$ cat src/rtl/wlu_pkg.sv
package wlu_pkg;
  localparam int unsigned ADDR_W_DEF     = 32;
  localparam int unsigned LINE_BYTES_DEF = 32;
  localparam int unsigned ENTRIES_DEF    = 8;
  localparam int unsigned WAYS_DEF       = 4;

  function automatic int unsigned width_of(input int unsigned n);
    return (n < 2) ? 1 : $clog2(n);
  endfunction
endpackage

$ cat src/rtl/wlu_entry.sv
module wlu_entry #(
  parameter int unsigned TAG_W = 27,
  parameter int unsigned WAY_W = 2
) (
  input  logic             clk_i,
  input  logic             rst_ni,
  input  logic             wr_i,
  input  logic             clr_i,
  input  logic [TAG_W-1:0] wr_tag_i,
  input  logic [WAY_W-1:0] wr_way_i,
  input  logic [TAG_W-1:0] lkp_tag_i,
  input  logic [TAG_W-1:0] alc_tag_i,
  input  logic [TAG_W-1:0] evc_tag_i,
  output logic             valid_o,
  output logic [WAY_W-1:0] way_o,
  output logic             lkp_hit_o,
  output logic             alc_hit_o,
  output logic             evc_hit_o
);
  logic             valid_q;
  logic [TAG_W-1:0] tag_q;
  logic [WAY_W-1:0] way_q;

  always_ff @(posedge clk_i or negedge rst_ni) begin
    if (!rst_ni) begin
      valid_q <= 1'b0;
      tag_q   <= '0;
      way_q   <= '0;
    end else if (wr_i) begin
      // write wins over a same-cycle clear
      valid_q <= 1'b1;
      tag_q   <= wr_tag_i;
      way_q   <= wr_way_i;
    end else if (clr_i) begin
      valid_q <= 1'b0;
    end
  end

  assign valid_o   = valid_q;
  assign way_o     = way_q;
  assign lkp_hit_o = valid_q && (tag_q == lkp_tag_i);
  assign alc_hit_o = valid_q && (tag_q == alc_tag_i);
  assign evc_hit_o = valid_q && (tag_q == evc_tag_i);
endmodule

$ cat src/rtl/wlu_way_sel.sv
module wlu_way_sel #(
  parameter int unsigned ENTRIES = 8,
  parameter int unsigned WAY_W   = 2,
  parameter int unsigned IDX_W   = 3
) (
  input  logic [ENTRIES-1:0]            hit_vec_i,
  input  logic [ENTRIES-1:0][WAY_W-1:0] way_vec_i,
  output logic                          any_o,
  output logic [WAY_W-1:0]              way_o,
  output logic [IDX_W-1:0]              idx_o
);
  // and-or select; relies on at most one hit
  always_comb begin
    any_o = 1'b0;
    way_o = '0;
    idx_o = '0;
    for (int i = 0; i < ENTRIES; i++) begin
      any_o = any_o | hit_vec_i[i];
      way_o = way_o | (way_vec_i[i] & {WAY_W{hit_vec_i[i]}});
      idx_o = idx_o | (IDX_W'(i) & {IDX_W{hit_vec_i[i]}});
    end
  end
endmodule

$ cat src/rtl/wlu_victim_ctr.sv
module wlu_victim_ctr #(
  parameter int unsigned ENTRIES = 8,
  parameter int unsigned IDX_W   = 3
) (
  input  logic             clk_i,
  input  logic             rst_ni,
  input  logic             step_i,
  output logic [IDX_W-1:0] ptr_o
);
  localparam logic [IDX_W-1:0] LAST = IDX_W'(ENTRIES - 1);
  logic [IDX_W-1:0] ptr_q;

  always_ff @(posedge clk_i or negedge rst_ni) begin
    if (!rst_ni)     ptr_q <= '0;
    else if (step_i) ptr_q <= (ptr_q == LAST) ? '0 : ptr_q + 1'b1;
  end

  assign ptr_o = ptr_q;
endmodule

$ cat src/rtl/way_lookup_unit.sv
module way_lookup_unit #(
  parameter int unsigned ADDR_W     = wlu_pkg::ADDR_W_DEF,
  parameter int unsigned LINE_BYTES = wlu_pkg::LINE_BYTES_DEF,
  parameter int unsigned ENTRIES    = wlu_pkg::ENTRIES_DEF,
  parameter int unsigned WAYS       = wlu_pkg::WAYS_DEF,
  localparam int unsigned OFF_W     = $clog2(LINE_BYTES),
  localparam int unsigned TAG_W     = ADDR_W - OFF_W,
  localparam int unsigned WAY_W     = wlu_pkg::width_of(WAYS),
  localparam int unsigned IDX_W     = wlu_pkg::width_of(ENTRIES)
) (
  input  logic              clk_i,
  input  logic              rst_ni,
  input  logic [ADDR_W-1:0] lkp_addr_i,
  output logic              lkp_hit_o,
  output logic [WAY_W-1:0]  lkp_way_o,
  input  logic              alloc_valid_i,
  input  logic [ADDR_W-1:0] alloc_addr_i,
  input  logic [WAY_W-1:0]  alloc_way_i,
  input  logic              evict_valid_i,
  input  logic [ADDR_W-1:0] evict_addr_i
);
  logic [TAG_W-1:0] lkp_tag, alc_tag, evc_tag;
  assign lkp_tag = lkp_addr_i[ADDR_W-1:OFF_W];
  assign alc_tag = alloc_addr_i[ADDR_W-1:OFF_W];
  assign evc_tag = evict_addr_i[ADDR_W-1:OFF_W];

  logic [ENTRIES-1:0]            lkp_vec, alc_vec, evc_vec, valid_vec, wr_vec, clr_vec;
  logic [ENTRIES-1:0][WAY_W-1:0] way_vec;
  logic [IDX_W-1:0]              ptr, lkp_idx, alc_idx;
  logic                          alc_present;
  logic [WAY_W-1:0]              alc_old_way;
  logic                          ins_new;

  // present line: rewrite in place; absent line: take victim slot
  assign ins_new = alloc_valid_i && !alc_present;

  for (genvar g = 0; g < ENTRIES; g++) begin : g_entry
    assign wr_vec[g]  = alloc_valid_i &&
                        (alc_present ? alc_vec[g] : (ptr == IDX_W'(g)));
    assign clr_vec[g] = evict_valid_i && evc_vec[g];

    wlu_entry #(.TAG_W(TAG_W), .WAY_W(WAY_W)) i_entry (
      .clk_i     (clk_i),
      .rst_ni    (rst_ni),
      .wr_i      (wr_vec[g]),
      .clr_i     (clr_vec[g]),
      .wr_tag_i  (alc_tag),
      .wr_way_i  (alloc_way_i),
      .lkp_tag_i (lkp_tag),
      .alc_tag_i (alc_tag),
      .evc_tag_i (evc_tag),
      .valid_o   (valid_vec[g]),
      .way_o     (way_vec[g]),
      .lkp_hit_o (lkp_vec[g]),
      .alc_hit_o (alc_vec[g]),
      .evc_hit_o (evc_vec[g])
    );
  end

  wlu_way_sel #(.ENTRIES(ENTRIES), .WAY_W(WAY_W), .IDX_W(IDX_W)) i_lkp_sel (
    .hit_vec_i (lkp_vec),
    .way_vec_i (way_vec),
    .any_o     (lkp_hit_o),
    .way_o     (lkp_way_o),
    .idx_o     (lkp_idx)
  );

  wlu_way_sel #(.ENTRIES(ENTRIES), .WAY_W(WAY_W), .IDX_W(IDX_W)) i_alc_sel (
    .hit_vec_i (alc_vec),
    .way_vec_i (way_vec),
    .any_o     (alc_present),
    .way_o     (alc_old_way),
    .idx_o     (alc_idx)
  );

  wlu_victim_ctr #(.ENTRIES(ENTRIES), .IDX_W(IDX_W)) i_victim (
    .clk_i  (clk_i),
    .rst_ni (rst_ni),
    .step_i (ins_new),
    .ptr_o  (ptr)
  );

  logic unused_sig;
  assign unused_sig = ^{lkp_idx, alc_idx, alc_old_way, alloc_addr_i[OFF_W-1:0],
                        evict_addr_i[OFF_W-1:0], lkp_addr_i[OFF_W-1:0]};
endmodule

$ cat config.mk
export PLATFORM = sky130hd
export DESIGN_NAME = way_lookup_unit
export DESIGN_NICKNAME = d
export VERILOG_FILES = /design/src/rtl/wlu_pkg.sv /design/src/rtl/wlu_entry.sv /design/src/rtl/wlu_way_sel.sv /design/src/rtl/wlu_victim_ctr.sv /design/src/rtl/way_lookup_unit.sv
export SDC_FILE = /design/constraint.sdc
export NUM_CORES = 1
export LEC_CHECK = 0
export BUFFER_PORTS_ARGS = -buffer_cell sky130_fd_sc_hd__buf_2
export CORE_MARGIN = 1
export CORE_UTILIZATION = 65
export CTS_CLUSTER_SIZE = 28
export DETAILED_ROUTE_END_ITERATION = 8
export GPL_ROUTABILITY_DRIVEN = 0
export PLACE_DENSITY = 0.85
export SYNTH_ARGS = -nofsm -noshare
export SYNTH_HDL_FRONTEND = slang
export SYNTH_HIERARCHICAL = 1
export SYNTH_SLANG_ARGS = --single-unit
$ cat constraint.sdc
create_clock -name clk_i -period 6.4 [get_ports clk_i]
set_input_delay 1.28 -clock clk_i [delete_from_list [all_inputs] [get_ports clk_i]]
set_output_delay 1.28 -clock clk_i [all_outputs]
set_load 0.02 [all_outputs]
==> reports/results.txt, run 1 <==
DR pass1 iterations: 9
Worst hold endpoint: g_entry[2].i_entry/way_o[1]$_DFFE_PN0P_
Drt total wl: 57500 um
Cell Pwr Density: 521 mW/mm2
I/O pin cnt: 105
Worst hold path type: register to register
Number of max-cap violations: 0
Unrepaired setup endpoints after global routing: false
Post-DRT Antenna Nets: 0
CTS tree: done
First-pass GRT wire length: 83900 um
1st-iter DRT viols: 2136
Tmin final: 4.95 ns
N_diodes: 0
Worst Skew: 0.0147 ns
Min-delay src: g_entry[2].i_entry/way_o[1]$_DFFE_PN0P_
Largest stage delay on the critical path: 0.67 ns
Placeable Area: 0.0246 mm2
Pins Over Slew Limit: 0
Hold Violations, Final: 0
Hpwl dp: 41800 um
DRC: 0
CTS clk-pin slew, worst paths: 0.06 ns
Worst r2r src: g_entry[1].i_entry/tag_q[10]$_DFFE_PN0P_
CP required: 5.12 ns
Hold-fix buffers, CTS: 0
Peak supply drop: 0.381 mV
Slowest-stage cell, CP: or4_1
Leak: 6.27 nW
Wire per inst: 30.5 um
Post-CTS setup buffer count: 0
DR vias/cell: 6.92
Crit-path max FO: 8
Vias in the first global route: 13100
Critical Path AT: 3.67 ns
Resized cells post-CTS: 0
Cells after synthesis: 1437
Largest net degree at the start of global routing: 129
Final setup viols: 0
WHS Path Cells: 1
Critical path type: primary input to output port
GRT Overall Usage: 0.445
H-tree levels: 1
Mapped Nets: 1541
Layout cells sized above 1: 0.264
Status: completed
Slew @ Worst Pin: 1.02 ns
Cts bufs inserted: 27
Remaining global-route overflow: 0
Total Die Area: 0.0260 mm2
Initial antenna violation count: 1
Mapped Area: 0.0165 mm2
Max clock buf depth: 3
Fmax: 0.202 GHz
Effective utilization at floorplan: 0.671
PortBufs: 89
Critical Path Most Common Cell: buf_2
Die Y: 161 um
Syn Area/Cell: 11.5 um2
Root Buffer: clkbuf_16
Vias: 13000
Layout Nets: 1645
Cell breakdown of the critical path: buf_2 -> xnor2_1 -> nand4_1 -> or4_1 -> nor4_2 -> or4_4 -> nand2b_4 -> buf_2
Hold WS: 0.517 ns
FF-to-FF setup slack: 2.01 ns
R2R Path End: g_entry[7].i_entry/tag_q[14]$_DFFE_PN0P_
P&R area growth vs syn: 11.5%
Post-Route Setup TNS: 0 ns
# rows: 57
Max-slew headroom: 0.315
Layout fillers: 1607
CP Launch Type: primary input
Num Clock Sinks: 243
Clk_lat worst skew: 0.56 ns
Tcrit/Tclk final: 0.774
Die W: 161 um
R2R depth: 10
Warnings, synthesis: 6
Crit path capture type: output port
[layout make-up]
class	instances	area, um2	share of cell area
Clock inverter	10	139	0.00754
Multi-Input combinational cell	1160	10400	0.565
Inverter	9	33.8	0.00183
Clock buffer	40	785	0.0426
Timing Repair Buffer	100	576	0.0313
Tap cell	324	405	0.0220
Sequential cell	243	6080	0.330
[placed cells by master, fill, tap and decap left out, types with 2 or more instances in the layout]
master	count
xnor2_1	648
dfrtp_1	243
mux2_2	234
nand4_1	170
buf_2	88
clkbuf_16	27
or4_1	25
nor4_2	24
inv_1	9
nand2_1	8
a21boi_4	8
and2_1	8
a21o_1	8
buf_4	8
a22oi_1	8
clkbuf_1	7
clkbuf_8	6
or4b_1	3
nand4bb_1	3
clkinv_2	3
bufinv_16	3
buf_12	3
inv_6	2
or4_4	2
nor4_1	2
nand2b_4	2
ha_1	2
[critical path: cells and delay by family]
kind	cells	cell delay (ns)
buffers and inverters	2	0.36
AND/OR/NAND/NOR	5	1.53
XOR/XNOR	1	0.50
[power by group]
group | switching [W] | total [W] | internal [W]
clock network | 0.000661 | 0.00163 | 0.000970
logic | 0.00178 | 0.00402 | 0.00225
registers | 0.00164 | 0.00393 | 0.00230
total | 0.00407 | 0.00959 | 0.00552
[worst max path at each step]
| stage | startpoint | endpoint | cells after the start |
|---|---|---|---|
| after detailed placement | alloc_addr_i[15] | g_entry[7].i_entry/tag_q[14]$_DFFE_PN0P_ | 11 |
| after global routing | lkp_addr_i[24] | lkp_way_o[1] | 8 |
| after CTS | lkp_addr_i[18] | lkp_hit_o | 8 |
| after global placement | alloc_addr_i[15] | g_entry[7].i_entry/way_o[0]$_DFFE_PN0P_ | 11 |
| after floorplan | lkp_addr_i[6] | lkp_way_o[0] | 6 |
| final | lkp_addr_i[27] | lkp_hit_o | 8 |
[state kept, by name, summed over array words and instances (netlist names)]
register and cells:
g_entry.i_entry/tag_q 216, g_entry.i_entry/valid_o 8, g_entry.i_entry/way_o 16, i_victim/ptr_o 3
[per-stage QoR]
stage	area [um2]	std cells	util	worst slack (ns)	power [W]
after CTS	18400	1886	0.748	1.65	0.00937
after detailed placement	17500	1836	0.711	1.19	0.00770
after global placement	17500	1836	0.711	1.26	0.00753
after floorplan	16500	1437	-	2.53	0.00618
after global routing	18400	1886	0.748	1.47	0.00985
final	18400	1886	0.748	1.45	0.00959
[layer usage]
metal | share of wire | track usage | vias up
met3 | 0.14 | 0.163 | 297
met5 | 0.00099 | 0.0114 | -
met4 | 0.074 | 0.259 | 4
met2 | 0.42 | 0.646 | 1002
li1 | - | - | 5292
met1 | 0.37 | 0.570 | 6451
Power figures use the tool's default switching activity.
==> run 2, diff against run 1 <==
- ABC_AREA: not set -> 1
- CORE_UTILIZATION: 65 -> 64
- PLACE_DENSITY: 0.85 -> 0.83
- clock period: 6.4 -> 4.6 ns (I/O delays scaled with it)
==> reports/results.txt, run 2 <==
Status: finished with violations (was completed)
Failing checks: design-rule violations
Largest net degree at the start of global routing: 84 (was 129)
Wire per inst: 17.2 um (was 30.5 um)
Fmax: 0.256 GHz
DR vias/cell: 5.24 (was 6.92)
Remaining global-route overflow: 0 (unchanged)
Post-Layout Cell Count: 4788 (was 1886)
Final setup viols: 0 (unchanged)
Cell breakdown of the critical path: buf_2 -> nand2_1 -> nand2_1 -> nand2_1 -> nor2_1 -> nand3_1 -> nor2_2 -> nand2_1 -> nand2_1 -> nor2_1 -> nand2_1 -> buf_2 (was buf_2 -> xnor2_1 -> nand4_1 -> or4_1 -> nor4_2 -> or4_4 -> nand2b_4 -> buf_2)
Placeable Area: 0.0334 mm2 (was 0.0246 mm2)
Post-DRT Antenna Nets: 0 (unchanged)
Total Die Area: 0.0347 mm2 (was 0.0260 mm2)
Die Y: 186 um (was 161 um)
Hold-fix buffers, CTS: 0 (unchanged)
Mapped Nets: 4327 (was 1541)
R2R depth: 16 (was 10)
Crit path capture type: output port (unchanged)
Worst Skew: 0.0147 ns (about the same)
Hold Violations, Final: 0 (unchanged)
FF-to-FF setup slack: 1.30 ns (was 2.01 ns)
Worst setup path start: lkp_addr_i[29] (was lkp_addr_i[27])
Placed Cells: 4731 (was 1836)
R2R Path End: g_entry[2].i_entry/tag_q[0]$_DFFE_PN0P_ (was g_entry[7].i_entry/tag_q[14]$_DFFE_PN0P_)
CP required: 3.68 ns (was 5.12 ns)
Crit-path max FO: 16 (was 8)
Warnings, synthesis: 6 (unchanged)
Cells after synthesis: 4223 (was 1437)
CP bufs+invs: 2 (unchanged)
Max clock buf depth: 3 (unchanged)
Unrepaired setup endpoints after global routing: false (unchanged)
Largest register by flop count: g_entry.i_entry/tag_q (unchanged)
Resized cells post-CTS: 0 (unchanged)
Peak supply drop: 0.435 mV (was 0.381 mV)
Layout fillers: 3173 (was 1607)
Most frequent cells in the layout: 2299 x nand2_1, 669 x inv_1, 384 x nor2_1 (was 648 x xnor2_1, 243 x dfrtp_1, 234 x mux2_2)
CP Launch Type: primary input (unchanged)
# rows: 67 (was 57)
Max reg flops: 216 (unchanged)
Vias: 25100 (was 13000)
DR pass1 iterations: 9 (unchanged)
Tmin final: 3.91 ns
Cts bufs inserted: 31 (was 27)
Most common cell after layout, fill and taps aside: nand2_1 (was xnor2_1)
Layout Nets: 4420 (was 1645)
Critical Path AT: 2.99 ns (was 3.67 ns)
CTS clk-pin slew, worst paths: 0.06 ns (about the same)
Tcrit/Tclk final: 0.849
CTS tree: done (unchanged)
I/O pin cnt: 105 (unchanged)
Effective utilization at floorplan: 0.650 (was 0.671)
Layout cells sized above 1: 0.0954 (was 0.264)
Worst r2r src: g_entry[0].i_entry/tag_q[20]$_DFFE_PN0P_ (was g_entry[1].i_entry/tag_q[10]$_DFFE_PN0P_)
Num Clock Sinks: 243 (unchanged)
Area occupied by multi-input gates: 0.0122 mm2 (was 0.0104 mm2)
Slew @ Worst Pin: 0.902 ns (was 1.02 ns)
PortBufs: 89 (unchanged)
Number of max-cap violations: 0 (unchanged)
Max-slew headroom: 0.397 (was 0.315)
Vias in the first global route: 23500 (was 13100)
CP delay by family, top: simple AND/OR/NAND/NOR gates (unchanged)
DRC: 2 (was 0)
Post-Route Setup TNS: 0 ns (unchanged)
Worst hold path type: primary input to asynchronous set/reset pin (was register to register)
Syn Area/Cell: 5.15 um2 (was 11.5 um2)
Post-CTS setup buffer count: 0 (unchanged)
Clk_lat worst skew: 0.60 ns (was 0.56 ns)
H-tree levels: 1 (unchanged)
Critical Path Most Common Cell: nand2_1 (was buf_2)
Initial antenna violation count: 2 (was 1)
Critical path type: primary input to output port (unchanged)
Hpwl dp: 58600 um (was 41800 um)
Largest stage delay on the critical path: 0.69 ns (was 0.67 ns)
Die W: 186 um (was 161 um)
1st-iter DRT viols: 2792 (was 2136)
Leak: 15.2 nW (was 6.27 nW)
Sequential cell area: 0.00608 mm2 (unchanged)
Drt total wl: 82600 um (was 57500 um)
GRT Overall Usage: 0.478 (was 0.445)
P&R area growth vs syn: 10.3% (was 11.5%)
Root Buffer: clkbuf_16 (unchanged)
Pins Over Slew Limit: 0 (unchanged)
Cell Pwr Density: 568 mW/mm2 (was 521 mW/mm2)
Mapped Area: 0.0217 mm2 (was 0.0165 mm2)
Slowest-stage cell, CP: nor2_1 (was or4_1)
First-pass GRT wire length: 127000 um (was 83900 um)
-- run 2: per-stage QoR --
| stage | cell area (um2) | utilization | total power, W | hold WS, ns | setup slack [ns] |
|---|---|---|---|---|---|
| 5_1_grt | 24000 | 0.717 | 0.0147 | 0.376 | 0.606 |
| 2_1_floorplan | 21700 | - | 0.00863 | 0.442 | 1.95 |
| 3_5_place_dp | 22900 | 0.683 | 0.0107 | 0.458 | 0.574 |
| 4_1_cts | 24000 | 0.717 | 0.0134 | 0.344 | 0.992 |
| 3_3_place_gp | 22900 | 0.683 | 0.0105 | 0.454 | 0.601 |
| 6_report | 24000 | 0.717 | 0.0136 | 0.307 | 0.693 |
-- run 2: worst max path at each step --
stage          cells after the start                                       to
2_1_floorplan                     12                             lkp_way_o[0]
3_3_place_gp                      15  g_entry[1].i_entry/tag_q[6]$_DFFE_PN0P_
3_5_place_dp                      16  g_entry[1].i_entry/tag_q[8]$_DFFE_PN0P_
4_1_cts                           12                             lkp_way_o[1]
5_1_grt                           12                             lkp_way_o[1]
6_report                          12                             lkp_way_o[0]
-- run 2: report_power, final --
group	total (W)	internal, W	leakage [nW]	switching, W
Combinational	0.00650	0.00208	11.7	0.00441
Clock	0.00272	0.00170	0.555	0.00102
Sequential	0.00440	0.00317	2.92	0.00123
Total	0.0136	0.00695	15.2	0.00666
-- run 2: area by class of cell --
class	instances	share of cell area
sequential	243	0.254
multi-input combinational	3043	0.508
antenna	2	0.000209
clock buffer	43	0.0380
inverter	887	0.139
timing repair buffer	110	0.0292
tap	448	0.0234
clock inverter	12	0.00887
-- run 2: per-layer routing --
metal  track usage  up-vias  part of all wire
met2         0.723     1508              0.42
met4         0.469        0              0.11
met5             0        -                 0
met3        0.0954      469              0.13
li1              -    12300                 -
met1         0.565    10800              0.34
